===== config.mk =====
export PLATFORM = sky130hd
export DESIGN_NAME = irqagg_top
export DESIGN_NICKNAME = d
export VERILOG_FILES = /design/src/rtl/irqagg_pkg.sv /design/src/rtl/irqagg_sampler.sv /design/src/rtl/irqagg_regfile.sv /design/src/rtl/irqagg_irqgen.sv /design/src/rtl/irqagg_top.sv
export SDC_FILE = /design/constraint.sdc
export NUM_CORES = 1
export LEC_CHECK = 0
export BUFFER_PORTS_ARGS = -buffer_cell sky130_fd_sc_hd__buf_2
export CAP_MARGIN = 0
export CORE_MARGIN = 2
export CORE_UTILIZATION = 30
export CTS_BUF_LIST = sky130_fd_sc_hd__clkbuf_2 sky130_fd_sc_hd__clkbuf_4 sky130_fd_sc_hd__clkbuf_8
export DETAILED_ROUTE_END_ITERATION = 6
export GPL_TIMING_DRIVEN = 0
export PLACE_DENSITY = 0.47
export SLEW_MARGIN = 20
export SYNTH_ARGS = -nofsm -noshare
export SYNTH_HDL_FRONTEND = slang
export SYNTH_SLANG_ARGS = --single-unit

===== constraint.sdc =====
create_clock -name clk -period 1.4 [get_ports clk]
set_input_delay 0.28 -clock clk [delete_from_list [all_inputs] [get_ports clk]]
set_output_delay 0.28 -clock clk [all_outputs]
set_load 0.005 [all_outputs]

===== src/rtl/irqagg_pkg.sv =====
package irqagg_pkg;
  localparam int OFS_CAUSE = 'h00;
  localparam int OFS_SETC  = 'h08;
  localparam int OFS_MASK  = 'h10;
  localparam int OFS_CTRL  = 'h28;

  localparam int CTRL_RISE_BIT = 3;
  localparam int CTRL_MSGD_BIT = 5;

  typedef enum logic [2:0] {
    SEL_NONE,
    SEL_CAUSE,
    SEL_SETC,
    SEL_MASK,
    SEL_CTRL
  } reg_sel_e;
endpackage


===== src/rtl/irqagg_sampler.sv =====
module irqagg_sampler #(
  parameter int N = 32
) (
  input  logic         clk,
  input  logic         rst,
  input  logic         rise_mode,
  input  logic [N-1:0] src_in,
  output logic [N-1:0] hw_set
);
  logic [N-1:0] src_q;

  always_ff @(posedge clk) begin
    if (rst) src_q <= '0;
    else     src_q <= src_in;
  end

  for (genvar i = 0; i < N; i++) begin : g_bit
    always_comb begin
      if (rise_mode) hw_set[i] = src_in[i] & ~src_q[i];
      else           hw_set[i] = src_in[i];
    end
  end


  edge_quiet_chk: assert property (@(posedge clk) disable iff (rst)
    rise_mode && $past(rise_mode) |-> (hw_set & $past(src_in)) == '0);
endmodule


===== src/rtl/irqagg_regfile.sv =====
module irqagg_regfile
  import irqagg_pkg::*;
#(
  parameter int N      = 32,
  parameter int ADDR_W = 6
) (
  input  logic              clk,
  input  logic              rst,
  input  logic              wr_en,
  input  logic [ADDR_W-1:0] addr,
  input  logic [N-1:0]      wdata,
  input  logic [N-1:0]      hw_set,
  output logic [N-1:0]      cause,
  output logic [N-1:0]      mask,
  output logic              rise_mode,
  output logic [N-1:0]      rdata
);
  localparam logic [ADDR_W-1:0] A_CAUSE = ADDR_W'(OFS_CAUSE);
  localparam logic [ADDR_W-1:0] A_SETC  = ADDR_W'(OFS_SETC);
  localparam logic [ADDR_W-1:0] A_MASK  = ADDR_W'(OFS_MASK);
  localparam logic [ADDR_W-1:0] A_CTRL  = ADDR_W'(OFS_CTRL);

  logic     msg_dis;
  reg_sel_e sel;
  logic [N-1:0] cause_sw;
  logic [N-1:0] ctrl_view;
  logic [N-1:0] set_word;

  always_comb begin
    unique case (addr)
      A_CAUSE: sel = SEL_CAUSE;
      A_SETC:  sel = SEL_SETC;
      A_MASK:  sel = SEL_MASK;
      A_CTRL:  sel = SEL_CTRL;
      default: sel = SEL_NONE;
    endcase
  end

  always_comb begin
    cause_sw = cause;
    if (wr_en && sel == SEL_CAUSE) cause_sw = cause & wdata;
    if (wr_en && sel == SEL_SETC)  cause_sw = cause | wdata;
  end

  assign set_word = (wr_en && sel == SEL_SETC) ? wdata : '0;

  always_ff @(posedge clk) begin
    if (rst) cause <= '0;
    else     cause <= cause_sw | hw_set;
  end

  always_ff @(posedge clk) begin
    if (rst)                          mask <= '1;
    else if (wr_en && sel == SEL_MASK) mask <= wdata;
  end

  always_ff @(posedge clk) begin
    if (rst) begin
      rise_mode <= 1'b0;
      msg_dis   <= 1'b1;
    end else if (wr_en && sel == SEL_CTRL) begin
      rise_mode <= wdata[CTRL_RISE_BIT];
      msg_dis   <= wdata[CTRL_MSGD_BIT];
    end
  end

  always_comb begin
    ctrl_view = '0;
    ctrl_view[CTRL_RISE_BIT] = rise_mode;
    ctrl_view[CTRL_MSGD_BIT] = msg_dis;
  end

  always_ff @(posedge clk) begin
    if (rst) rdata <= '0;
    else begin
      unique case (sel)
        SEL_CAUSE: rdata <= cause;
        SEL_MASK:  rdata <= mask;
        SEL_CTRL:  rdata <= ctrl_view;
        default:   rdata <= '0;
      endcase
    end
  end


  set_wins_chk: assert property (@(posedge clk) disable iff (rst)
    1'b1 |=> (cause & $past(hw_set)) == $past(hw_set));


  setc_write_chk: assert property (@(posedge clk) disable iff (rst)
    wr_en && addr == A_SETC |=> (cause & $past(wdata)) == $past(wdata));


  cause_clear_chk: assert property (@(posedge clk) disable iff (rst)
    wr_en && addr == A_CAUSE |=> (cause & ~$past(wdata) & ~$past(hw_set)) == '0);


  no_spurious_set_chk: assert property (@(posedge clk) disable iff (rst)
    1'b1 |=> (cause & ~$past(cause) & ~$past(hw_set) & ~$past(set_word)) == '0);


  mask_write_chk: assert property (@(posedge clk) disable iff (rst)
    wr_en && addr == A_MASK |=> mask == $past(wdata));


  mask_hold_chk: assert property (@(posedge clk) disable iff (rst)
    !(wr_en && addr == A_MASK) |=> $stable(mask));
endmodule


===== src/rtl/irqagg_irqgen.sv =====
module irqagg_irqgen #(
  parameter int N = 32
) (
  input  logic         clk,
  input  logic         rst,
  input  logic [N-1:0] cause,
  input  logic [N-1:0] mask,
  output logic         irq_out
);
  logic [N-1:0] live;

  for (genvar i = 0; i < N; i++) begin : g_gate
    assign live[i] = cause[i] & ~mask[i];
  end

  always_ff @(posedge clk) begin
    if (rst) irq_out <= 1'b0;
    else     irq_out <= |live;
  end


  irq_follow_chk: assert property (@(posedge clk) disable iff (rst)
    1'b1 |=> irq_out == $past((cause & ~mask) != '0));
endmodule


===== src/rtl/irqagg_top.sv =====
module irqagg_top #(
  parameter int N      = 32,
  parameter int ADDR_W = 6
) (
  input  logic              clk,
  input  logic              rst,
  input  logic [N-1:0]      src_in,
  input  logic              wr_en,
  input  logic [ADDR_W-1:0] addr,
  input  logic [N-1:0]      wdata,
  output logic [N-1:0]      rdata,
  output logic              irq_out
);
  logic [N-1:0] hw_set;
  logic [N-1:0] cause;
  logic [N-1:0] mask;
  logic         rise_mode;

  initial begin
    if (N < 6)      $error("irqagg_top: N must be at least 6");
    if (ADDR_W < 6) $error("irqagg_top: ADDR_W must be at least 6");
  end

  irqagg_sampler #(.N(N)) u_sampler (
    .clk       (clk),
    .rst       (rst),
    .rise_mode (rise_mode),
    .src_in    (src_in),
    .hw_set    (hw_set)
  );

  irqagg_regfile #(.N(N), .ADDR_W(ADDR_W)) u_regs (
    .clk       (clk),
    .rst       (rst),
    .wr_en     (wr_en),
    .addr      (addr),
    .wdata     (wdata),
    .hw_set    (hw_set),
    .cause     (cause),
    .mask      (mask),
    .rise_mode (rise_mode),
    .rdata     (rdata)
  );

  irqagg_irqgen #(.N(N)) u_irq (
    .clk     (clk),
    .rst     (rst),
    .cause   (cause),
    .mask    (mask),
    .irq_out (irq_out)
  );
endmodule


==> flow_summary.yaml, run 1 <==
synthesis:
  avgSynthCellArea_um2: 9.17
  postSynthCellCount: 557
  portion_of_the_post_synthesis_area_used_by_sequential_elements: 0.514
  synth_enable_flop_cells: 0
  synth_fp_nets: 630
  postSynthRegisterBits: 131
  synthTopCellsByArea: "dfxtp_1, nor3_1, mux2i_1"
  yosys.area.top_type_share: 0.514
  syn_std_cell_area_um2: 5110
  async_reset_ff_frac: 0
  number_of_unique_standard_cell_types_used_by_synthesis: 29
  synth_ff_type: "dfxtp_1"
  yosys_warnings: 0
  synth_area_leader_cell: "dfxtp_1"
floorplanning:
  chipWidth_um: 134
  fp.dieArea_um2: 18100
  die-height_um: 134
  core.rowCount: 47
  design.portCount: 106
  initial_core_util: 0.308
  total_core_area_um2: 16600
layout:
  num-fill-cells: 1785
  finalNetCount: 753
  most_frequent_cells_in_the_layout: "dfxtp_1, buf_2, nand2_1"
  layout_cell_share_with_drive_strength_beyond_1: 0.228
  antenna_cells_inserted: 0
  postLayoutCellArea_um2: 6370
  syn_to_final_growth_pct: 24.7
  layout.cells.most_common: "dfxtp_1"
clock_network:
  cts_tree: "done"
  number_of_cts_inserted_buffers: 17
  clk_pin_slew_ns: 0.08
  cts_sinks: 131
  clock_tree.buffer_depth: 2
  ctsRootBufferMaster: "clkbuf_8"
  clock_tree.htree_level_count: 4
  clkLatencyLatePin_ns: 0.45
  cts_hold_buf: 0
routing:
  drt-pass1-iter-count: 5
  antenna_violating_nets_post_route: 0
  via_per_inst: 4.82
  via_count: 4397
  finalWirelength_um: 15900
  drtIter0Drc: 218
  remaining_drc_errors: 0
  wl_per_cell_um: 17.4
worst_setup_path:
  cp-start-kind: "input pin"
  setup.worst_path.end_class: "register"
  cp.arrival_ns: 1.72
  path_cells: "buf_2 -> or4_4 -> or3_4 -> buf_6 -> nor2_1"
  required_worst_endpoint_ns: 1.75
  worstSetupPathType: "input pin to register"
  critPathTopFamily: "simple AND/OR/NAND/NOR gates"
  slowest_stage: "or4_4"
  critical_path.max_stage_delay_ns: 0.54
  timing.critical_path.buf_inv: 2
  critical_path.max_fanout: 10
placement:
  place_area_um2: 5920
  detailedPlace.worstSlack_ns: -0.488
  hpwlAfterDp_um: 11300
  gpl.final_weighted_congestion: 0.813
  buffer_ports.inserted: 104
timing:
  finalCritPeriodShare: 0.980
  slew_viol_final: 0
  report.final.hold_viol_count: 0
  slew_limit_headroom: 0.378
  setup_viol_count_final: 0
  max_slew.worst_pin.slew_ns: 0.933
  clock.fmax_ghz: 0.729
  final_period_minus_worst_setup_slack_ns: 1.37
  clock_skews_ns: 0.00972
  final_critical_path_setup_slack_ns: 0.0277
grt:
  pin_count_of_the_biggest_net_entering_global_routing: 17
  number_of_global_route_vias_before_repair: 4527
  antenna_found_initial: 0
  gr-usage-all-layers: 0.182
  first_pass_grt_wire_length_um: 24600
  overflow: 0
status:
  result_of_the_run: "finished clean"
worst_hold_path:
  timing.hold.worst.class: "input pin to register"
flow_run:
  cap_viol_max_count: 0
power_and_ir_drop:
  p_leak_nw: 2.84
  worst_ir_drop_vdd_uv: 665
  power_per_cell_area_nw_per_um2: 1280
[where the power goes]
part / internal (mW) / total, mW / switching [mW]
logic: 0.289 / 0.616 / 0.327
clock network: 2.01 / 3.55 / 1.54
registers: 3.86 / 3.96 / 0.0963
[cell type report]
cell class              count  area [um^2]  share of cell area
repair buffers            104          520              0.0817
multi-input cells         359         2190               0.344
well taps                 220          275              0.0432
clock buffers              19          255              0.0401
plain buffers              35          200              0.0314
clock inverters            13          183              0.0287
flip-flops and latches    131         2620               0.412
inverters                  32          120              0.0189
[Yosys cell counts (all sizes together), types with 2 or more instances]
cell type  instances
dfxtp            131
nor2              34
nor2b             33
inv               32
nand2             66
mux2i             31
nor3              64
nand3b            33
buf               16
a21boi            32
o22ai             16
o21ai              2
a22oi              2
nor4               4
clkbuf            19
a211oi            32
[layer usage]
| layer | part of all wire | up-vias | global-route usage |
|---|---|---|---|
| met1 | 0.46 | 2080 | 0.231 |
| li1 | - | 2171 | - |
| met5 | 0 | - | 0 |
| met3 | 0.052 | 20 | 0.0454 |
| met4 | 0.017 | 0 | 0.0626 |
| met2 | 0.47 | 126 | 0.303 |
[through the flow]
| step | instances | hold slack, ns | utilization | TNS [ns] | power, mW |
|---|---|---|---|---|---|
| detailed placement | 881 | 0.483 | 0.357 | -32.59 | 4.66 |
| global placement | 881 | 0.472 | 0.357 | -33.15 | 4.65 |
| CTS | 913 | 0.0147 | 0.384 | 0 | 8.22 |
| finish | 913 | 0.0440 | 0.384 | 0 | 8.12 |
| global route | 913 | 0.0204 | 0.384 | -0.0323 | 8.48 |
| floorplan | 557 | 0.398 | - | -1.61 | 4.38 |
[path summary, 6_finish.rpt]
kind / startpoint / to / slack [ns] / depth (start not counted)
min: src_in[8] / u_sampler.src_q[8]$_SDFF_PP0_ / 0.04 / 2
max reg2reg: u_regs.rise_mode$_SDFFE_PP0P_ / u_regs.cause[12]$_SDFF_PP0_ / 0.04 / 4
min reg2reg: u_regs.mask[15]$_SDFFE_PP1P_ / u_regs.mask[15]$_SDFFE_PP1P_ / 0.49 / 2
max: addr[2] / u_regs.rdata[1]$_SDFF_PP0_ / 0.03 / 5
[flip-flops by register name (all words and copies together) (netlist names)]
register,count
u_sampler.src_q,32
u_regs.mask,32
u_regs.rdata,32
u_regs.rise_mode,1
u_regs.cause,32
u_regs.msg_dis,1
u_irq.irq_out,1
[kinds of logic (layout without fill, tap and decap cells)]
family                 Yosys count  in the layout  synth area share
AO/OA/AOI/OAI                   86             86             0.122
buffers and inverters           67            203            0.0573
flip-flops                     131            131             0.514
multiplexers                    31             31            0.0608
AND/OR/NAND/NOR                242            242             0.246
[repair_timing]
action / CTS / global route
pin swaps: 0 / 0
setup buffers: 0 / 0
setup endpoints to repair: 28 / 25
gates resized for setup: 6 / 10
Note: power is estimated with default switching activity, not from simulation.
==> run 2, diff against run 1 <==
--- a/config.mk
+++ b/config.mk
@@ -7,6 +7,7 @@
 export LEC_CHECK = 0
 export BUFFER_PORTS_ARGS = -buffer_cell sky130_fd_sc_hd__buf_2
 export CAP_MARGIN = 0
+export CORE_ASPECT_RATIO = 1.4
 export CORE_MARGIN = 2
 export CORE_UTILIZATION = 30
 export CTS_BUF_LIST = sky130_fd_sc_hd__clkbuf_2 sky130_fd_sc_hd__clkbuf_4 sky130_fd_sc_hd__clkbuf_8
==> run 2 against run 1 <==
Against the previous run: the flow now finishes with violations (setup timing); first-iteration DRC count down 5.0%; worst setup slack got worse by 0.035 ns; register-to-register slack better by 0.07 ns; sequential cell count unchanged; clock-buffer cell count increased by 4; critical path depth increased by 2; clock skew increased by 0.00062 ns; sequential share of layout area is 0.16 points higher; non-clock buffer count is 1 higher.
==> flow_summary.yaml, run 2 (synthesis gave the netlist of run 1 again) <==
timing:
  timing.hold.ws_ns: 0.0665
  slew_limit_headroom: 0.434
  final_critical_path_setup_slack_ns: -0.00711
  final_period_minus_worst_setup_slack_ns: 1.41
  slew_viol_final: 0
  rsz0062_at_grt: "true"
  report.final.hold_viol_count: 0
  finalCritPeriodShare: 1.01
  clock.fmax_ghz: 0.711
  clock_skews_ns: 0.0103
  max_slew.worst_pin.slew_ns: 0.849
  setup_viol_count_final: 1
power_and_ir_drop:
  worst_ir_drop_vdd_uv: 481
  power.clock.fraction: 0.404
  share_of_total_power_consumed_by_net_switching: 0.248
  cell_internal_pwr_mw: 5.77
  p_leak_nw: 2.84
  power_per_cell_area_nw_per_um2: 1210
  seqPwrFrac: 0.516
  p_sw_mw: 1.90
  comb_power_share: 0.080
worst_setup_path:
  critical_path.max_fanout: 10
  cp.arrival_ns: 1.75
  rr_worst_depth: 4
  worst_setup_path_endpoint: "u_regs.cause[20]$_SDFF_PP0_"
  setup.worst_path.end_class: "register"
  cp-start-kind: "input pin"
  crit-reg2reg-capture: "u_regs.cause[20]$_SDFF_PP0_"
  required_worst_endpoint_ns: 1.74
  worst_r2r_startpoint: "u_regs.rise_mode$_SDFFE_PP0P_"
  ff2ff_setup_slack_ns: 0.11
  cp-startpoint: "addr[1]"
  worstSetupPathType: "input pin to register"
floorplanning:
  chipWidth_um: 114
  die-height_um: 158
  total_core_area_um2: 16700
  initial_core_util: 0.305
  design.portCount: 106
  fp.dieArea_um2: 18100
  core.rowCount: 56
clock_network:
  number_of_cts_inserted_buffers: 17
  cts_sinks: 131
  clock_tree.htree_level_count: 4
  clk_pin_slew_ns: 0.08
  clock_tree.buffer_depth: 2
  ctsRootBufferMaster: "clkbuf_8"
  cts_hold_buf: 0
  clkLatencyLatePin_ns: 0.43
  cts_tree: "done"
status:
  result_of_the_run: "complete, but fails checks"
  failed_checks: "setup timing"
routing:
  drtIter0Drc: 207
  via_count: 4393
  wl_per_cell_um: 17.6
  remaining_drc_errors: 0
  via_per_inst: 4.90
  finalWirelength_um: 15800
  drt-pass1-iter-count: 4
  antenna_violating_nets_post_route: 0
grt:
  first_pass_grt_wire_length_um: 24500
  antenna_found_initial: 0
  overflow: 0
  gr-usage-all-layers: 0.182
  pin_count_of_the_biggest_net_entering_global_routing: 17
  number_of_global_route_vias_before_repair: 4518
layout:
  finalNetCount: 754
  layout_cell_share_with_drive_strength_beyond_1: 0.236
  seq_cell_area_um2: 2620
  finish.utilization: 0.379
  antenna_cells_inserted: 0
  multi_input_area_um2: 2220
  syn_to_final_growth_pct: 24.2
  num-fill-cells: 1786
  most_frequent_cells_in_the_layout: "dfxtp_1, buf_2, nand2_1"
  layout.cells.most_common: "dfxtp_1"
worst_hold_path:
  timing.hold.worst.class: "input pin to register"
placement:
  gpl.final_weighted_congestion: 0.867
  buffer_ports.inserted: 104
  hpwlAfterDp_um: 11600
  detailedPlace.worstSlack_ns: -0.498
flow_run:
  cap_viol_max_count: 0
run 2: cell types whose count changed in the layout (fill, tap and decap cells not counted), moves of 2 or more:
cell       change
buf_4          +5
clkbuf_2       +2
clkbuf_4       +3
clkinv_4       -2
buf_2          -6
bufinv_16      -3
clkbuf_8       +3
run 2: how the worst min path moves through the flow:
stage / from / to / slack, ns / cells past startpoint
2_1_floorplan: wdata[5] / u_regs.msg_dis$_SDFFE_PP1P_ / 0.40 / 1
3_3_place_gp: u_regs.mask[20]$_SDFFE_PP1P_ / u_regs.mask[20]$_SDFFE_PP1P_ / 0.47 / 2
3_5_place_dp: u_regs.mask[8]$_SDFFE_PP1P_ / u_regs.mask[8]$_SDFFE_PP1P_ / 0.49 / 2
4_1_cts: src_in[12] / u_sampler.src_q[12]$_SDFF_PP0_ / 0.04 / 2
5_1_grt: src_in[25] / u_sampler.src_q[25]$_SDFF_PP0_ / 0.04 / 2
6_report: src_in[14] / u_sampler.src_q[14]$_SDFF_PP0_ / 0.07 / 2
run 2: power by group through the flow:
stage	combinational, mW	sequential (mW)	clock [mW]
5_1_grt	0.694	3.98	3.33
4_1_cts	0.619	3.96	3.18
6_report	0.617	3.96	3.10
3_5_place_dp	0.615	4.04	0
2_1_floorplan	0.363	4.01	0
3_3_place_gp	0.605	4.04	0
run 2: through the flow:
stage / std cells / power (mW) / setup TNS [ns] / cell area (um^2)
after floorplan: 557 / 4.38 / -1.61 / 5120
after global placement: 864 / 4.64 / -34.33 / 5890
after detailed placement: 864 / 4.66 / -33.96 / 5890
after CTS: 896 / 7.75 / 0 / 6290
after global routing: 897 / 8.00 / -1.83 / 6340
final: 897 / 7.68 / -0.00711 / 6340
run 2: metal layers:
| layer | wire length [um] | GRT usage |
|---|---|---|
| met1 | 6620 | 0.212 |
| met2 | 7970 | 0.317 |
| met3 | 664 | 0.0400 |
| met4 | 533 | 0.0854 |
| met5 | 0 | 0 |
run 2: critical path: stages:
cell and delay (ns):
buf_2 0.12, nor4b_4 0.41, nor4bb_4 0.29, buf_4 0.20, buf_4 0.20, nor3_1 0.07, nor3_1 0.17
run 2: timing repair:
action,4_1_cts,5_1_grt
resized for setup,10,21
pin swaps,0,3
endpoints found under the setup margin,30,36
setup buffers,0,1
run 2: final cells by class:
class                   count  area share
flip-flops and latches    131       0.414
multi-input cells         359       0.350
repair buffers            105      0.0832
clock buffers              23      0.0479
well taps                 203      0.0400
plain buffers              35      0.0343
inverters                  32      0.0189
clock inverters             9      0.0124
==> run 3, diff against run 2 <==
--- a/config.mk
+++ b/config.mk
@@ -7,13 +7,12 @@
 export LEC_CHECK = 0
 export BUFFER_PORTS_ARGS = -buffer_cell sky130_fd_sc_hd__buf_2
 export CAP_MARGIN = 0
-export CORE_ASPECT_RATIO = 1.4
+export CORE_ASPECT_RATIO = 1.5
 export CORE_MARGIN = 2
 export CORE_UTILIZATION = 30
 export CTS_BUF_LIST = sky130_fd_sc_hd__clkbuf_2 sky130_fd_sc_hd__clkbuf_4 sky130_fd_sc_hd__clkbuf_8
 export DETAILED_ROUTE_END_ITERATION = 6
 export GPL_TIMING_DRIVEN = 0
-export PLACE_DENSITY = 0.47
 export SLEW_MARGIN = 20
 export SYNTH_ARGS = -nofsm -noshare
 export SYNTH_HDL_FRONTEND = slang
==> run 3 against run 2 <==
Against the previous run: the flow now finishes without violations; global-route usage fell by 0.93 points; sequential power is essentially flat; cell count is 1.1% higher; sequential share of layout area decreased by 0.74 points; worst setup slack improved by 0.036 ns; utilization grew 0.81 points; cell area increased by 1.8%.
==> flow_summary.yaml, run 3 (synthesis gave the netlist of run 1 again) <==
status:
  result_of_the_run: "finished clean"
timing:
  clock.fmax_ghz: 0.729
  slew_viol_final: 0
  max_slew.worst_pin.slew_ns: 0.816
  slew_limit_headroom: 0.456
  report.final.hold_viol_count: 0
  final_period_minus_worst_setup_slack_ns: 1.37
  clock_skews_ns: 0.0168
  finalCritPeriodShare: 0.979
  setup_viol_count_final: 0
power_and_ir_drop:
  worst_ir_drop_vdd_uv: 489
  share_of_total_power_consumed_by_net_switching: 0.246
  power.clock.fraction: 0.441
  p_leak_nw: 2.88
  total_power_mw: 8.18
  p_sw_mw: 2.02
  power_per_cell_area_nw_per_um2: 1270
  comb_power_share: 0.076
  cell_internal_pwr_mw: 6.17
  seqPwrFrac: 0.483
floorplanning:
  core.rowCount: 58
  total_core_area_um2: 16700
  chipWidth_um: 111
  fp.dieArea_um2: 18100
  initial_core_util: 0.306
  die-height_um: 164
  design.portCount: 106
placement:
  gpl.final_weighted_congestion: 0.799
  hpwlAfterDp_um: 11500
  place_area_um2: 5900
  buffer_ports.inserted: 104
layout:
  syn_to_final_growth_pct: 26.5
  layout.cells.most_common: "dfxtp_1"
  seq_cell_area_um2: 2620
  most_frequent_cells_in_the_layout: "dfxtp_1, buf_2, nand2_1"
  multi_input_area_um2: 2220
  postLayoutCellArea_um2: 6460
  num-fill-cells: 1728
  finalNetCount: 756
  finish.utilization: 0.387
  layout_cell_share_with_drive_strength_beyond_1: 0.239
routing:
  drt-pass1-iter-count: 5
  drtIter0Drc: 180
  antenna_violating_nets_post_route: 0
  remaining_drc_errors: 0
  finalWirelength_um: 15600
  via_per_inst: 4.93
  wl_per_cell_um: 17.3
  via_count: 4469
worst_setup_path:
  critical_path.max_fanout: 10
  crit-reg2reg-capture: "u_regs.cause[5]$_SDFF_PP0_"
  cp-start-kind: "input pin"
  worstSetupPathType: "input pin to register"
  required_worst_endpoint_ns: 1.76
  crit_path_frequent_cell: "nor3_1"
  ff2ff_setup_slack_ns: 0.06
  cp-startpoint: "addr[1]"
  worst_setup_path_endpoint: "u_regs.cause[1]$_SDFF_PP0_"
  setup.worst_path.end_class: "register"
  rr_worst_depth: 4
  slowest_stage: "nor4b_4"
  path_cells: "buf_2 -> nor4b_4 -> nor4bb_4 -> buf_6 -> buf_8 -> buf_4 -> nor3_1 -> nor3_1"
  cp.arrival_ns: 1.74
  worst_r2r_startpoint: "u_regs.rise_mode$_SDFFE_PP0P_"
  critical_path.max_stage_delay_ns: 0.42
grt:
  number_of_global_route_vias_before_repair: 4492
  antenna_found_initial: 1
  pin_count_of_the_biggest_net_entering_global_routing: 17
  gr-usage-all-layers: 0.173
  overflow: 0
  first_pass_grt_wire_length_um: 23700
clock_network:
  clk_pin_slew_ns: 0.08
  number_of_cts_inserted_buffers: 17
  clock_tree.buffer_depth: 2
  ctsRootBufferMaster: "clkbuf_8"
  clock_tree.htree_level_count: 4
  cts_tree: "done"
  cts_sinks: 131
  clkLatencyLatePin_ns: 0.44
worst_hold_path:
  timing.hold.worst.class: "input pin to register"
flow_run:
  cap_viol_max_count: 0
==> run 3: power by group through the flow <==
stage	clock network, mW	registers, mW	logic, mW
floorplan	0	4.01	0.363
global placement	0	4.03	0.605
detailed placement	0	4.04	0.612
CTS	3.66	3.95	0.620
global route	3.83	3.97	0.688
finish	3.61	3.96	0.618
==> run 3: worst max-delay path: cells and delay by family <==
family                 cells  cell delay (ns)
AND/OR/NAND/NOR            4             0.90
buffers and inverters      4             0.55
==> run 3: layout make-up <==
cell class / instances / area share
clock buffers: 18 / 0.0384
well taps: 210 / 0.0407
inverters: 32 / 0.0186
flip-flops and latches: 131 / 0.406
clock inverters: 14 / 0.0306
repair buffers: 107 / 0.0837
multi-input cells: 359 / 0.343
plain buffers: 35 / 0.0384
diodes: 1 / 0.000387
==> run 3: worst min-delay path by stage <==
stage	start	to	slack, ns	cells after the start
global placement	u_regs.mask[21]$_SDFFE_PP1P_	u_regs.mask[21]$_SDFFE_PP1P_	0.47	2
global route	src_in[13]	u_sampler.src_q[13]$_SDFF_PP0_	0.05	2
detailed placement	u_regs.mask[14]$_SDFFE_PP1P_	u_regs.mask[14]$_SDFFE_PP1P_	0.48	2
floorplan	wdata[5]	u_regs.msg_dis$_SDFFE_PP1P_	0.40	1
CTS	src_in[16]	u_sampler.src_q[16]$_SDFF_PP0_	0.04	2
finish	src_in[16]	u_sampler.src_q[16]$_SDFF_PP0_	0.05	2
==> run 3: timing repair <==
item                       in CTS  in global routing
hold buffers                    0                  0
gates cloned                    0                  1
setup endpoints to repair      31                 34
buffers inserted                0                  2
pin swaps                       0                  3
gates resized for setup        12                 27
==> run 3: through the flow <==
stage	hold WS [ns]	setup slack (ns)	std cells	TNS (ns)
finish	0.0522	0.0289	907	0
floorplan	0.398	-0.0535	557	-1.61
global placement	0.473	-0.559	871	-37.41
detailed placement	0.481	-0.537	871	-35.43
global route	0.0459	-0.00733	907	-0.00974
CTS	0.0366	0.0108	903	0
==> run 3: per-layer routing <==
metal | GRT usage | wire [um] | share of wire | up-vias
met1 | 0.177 | 5900 | 0.38 | 2135
met2 | 0.332 | 8440 | 0.54 | 130
met4 | 0.0869 | 626 | 0.040 | 0
met3 | 0.0347 | 683 | 0.044 | 35
li1 | - | - | - | 2169
met5 | 0 | 0 | 0 | -
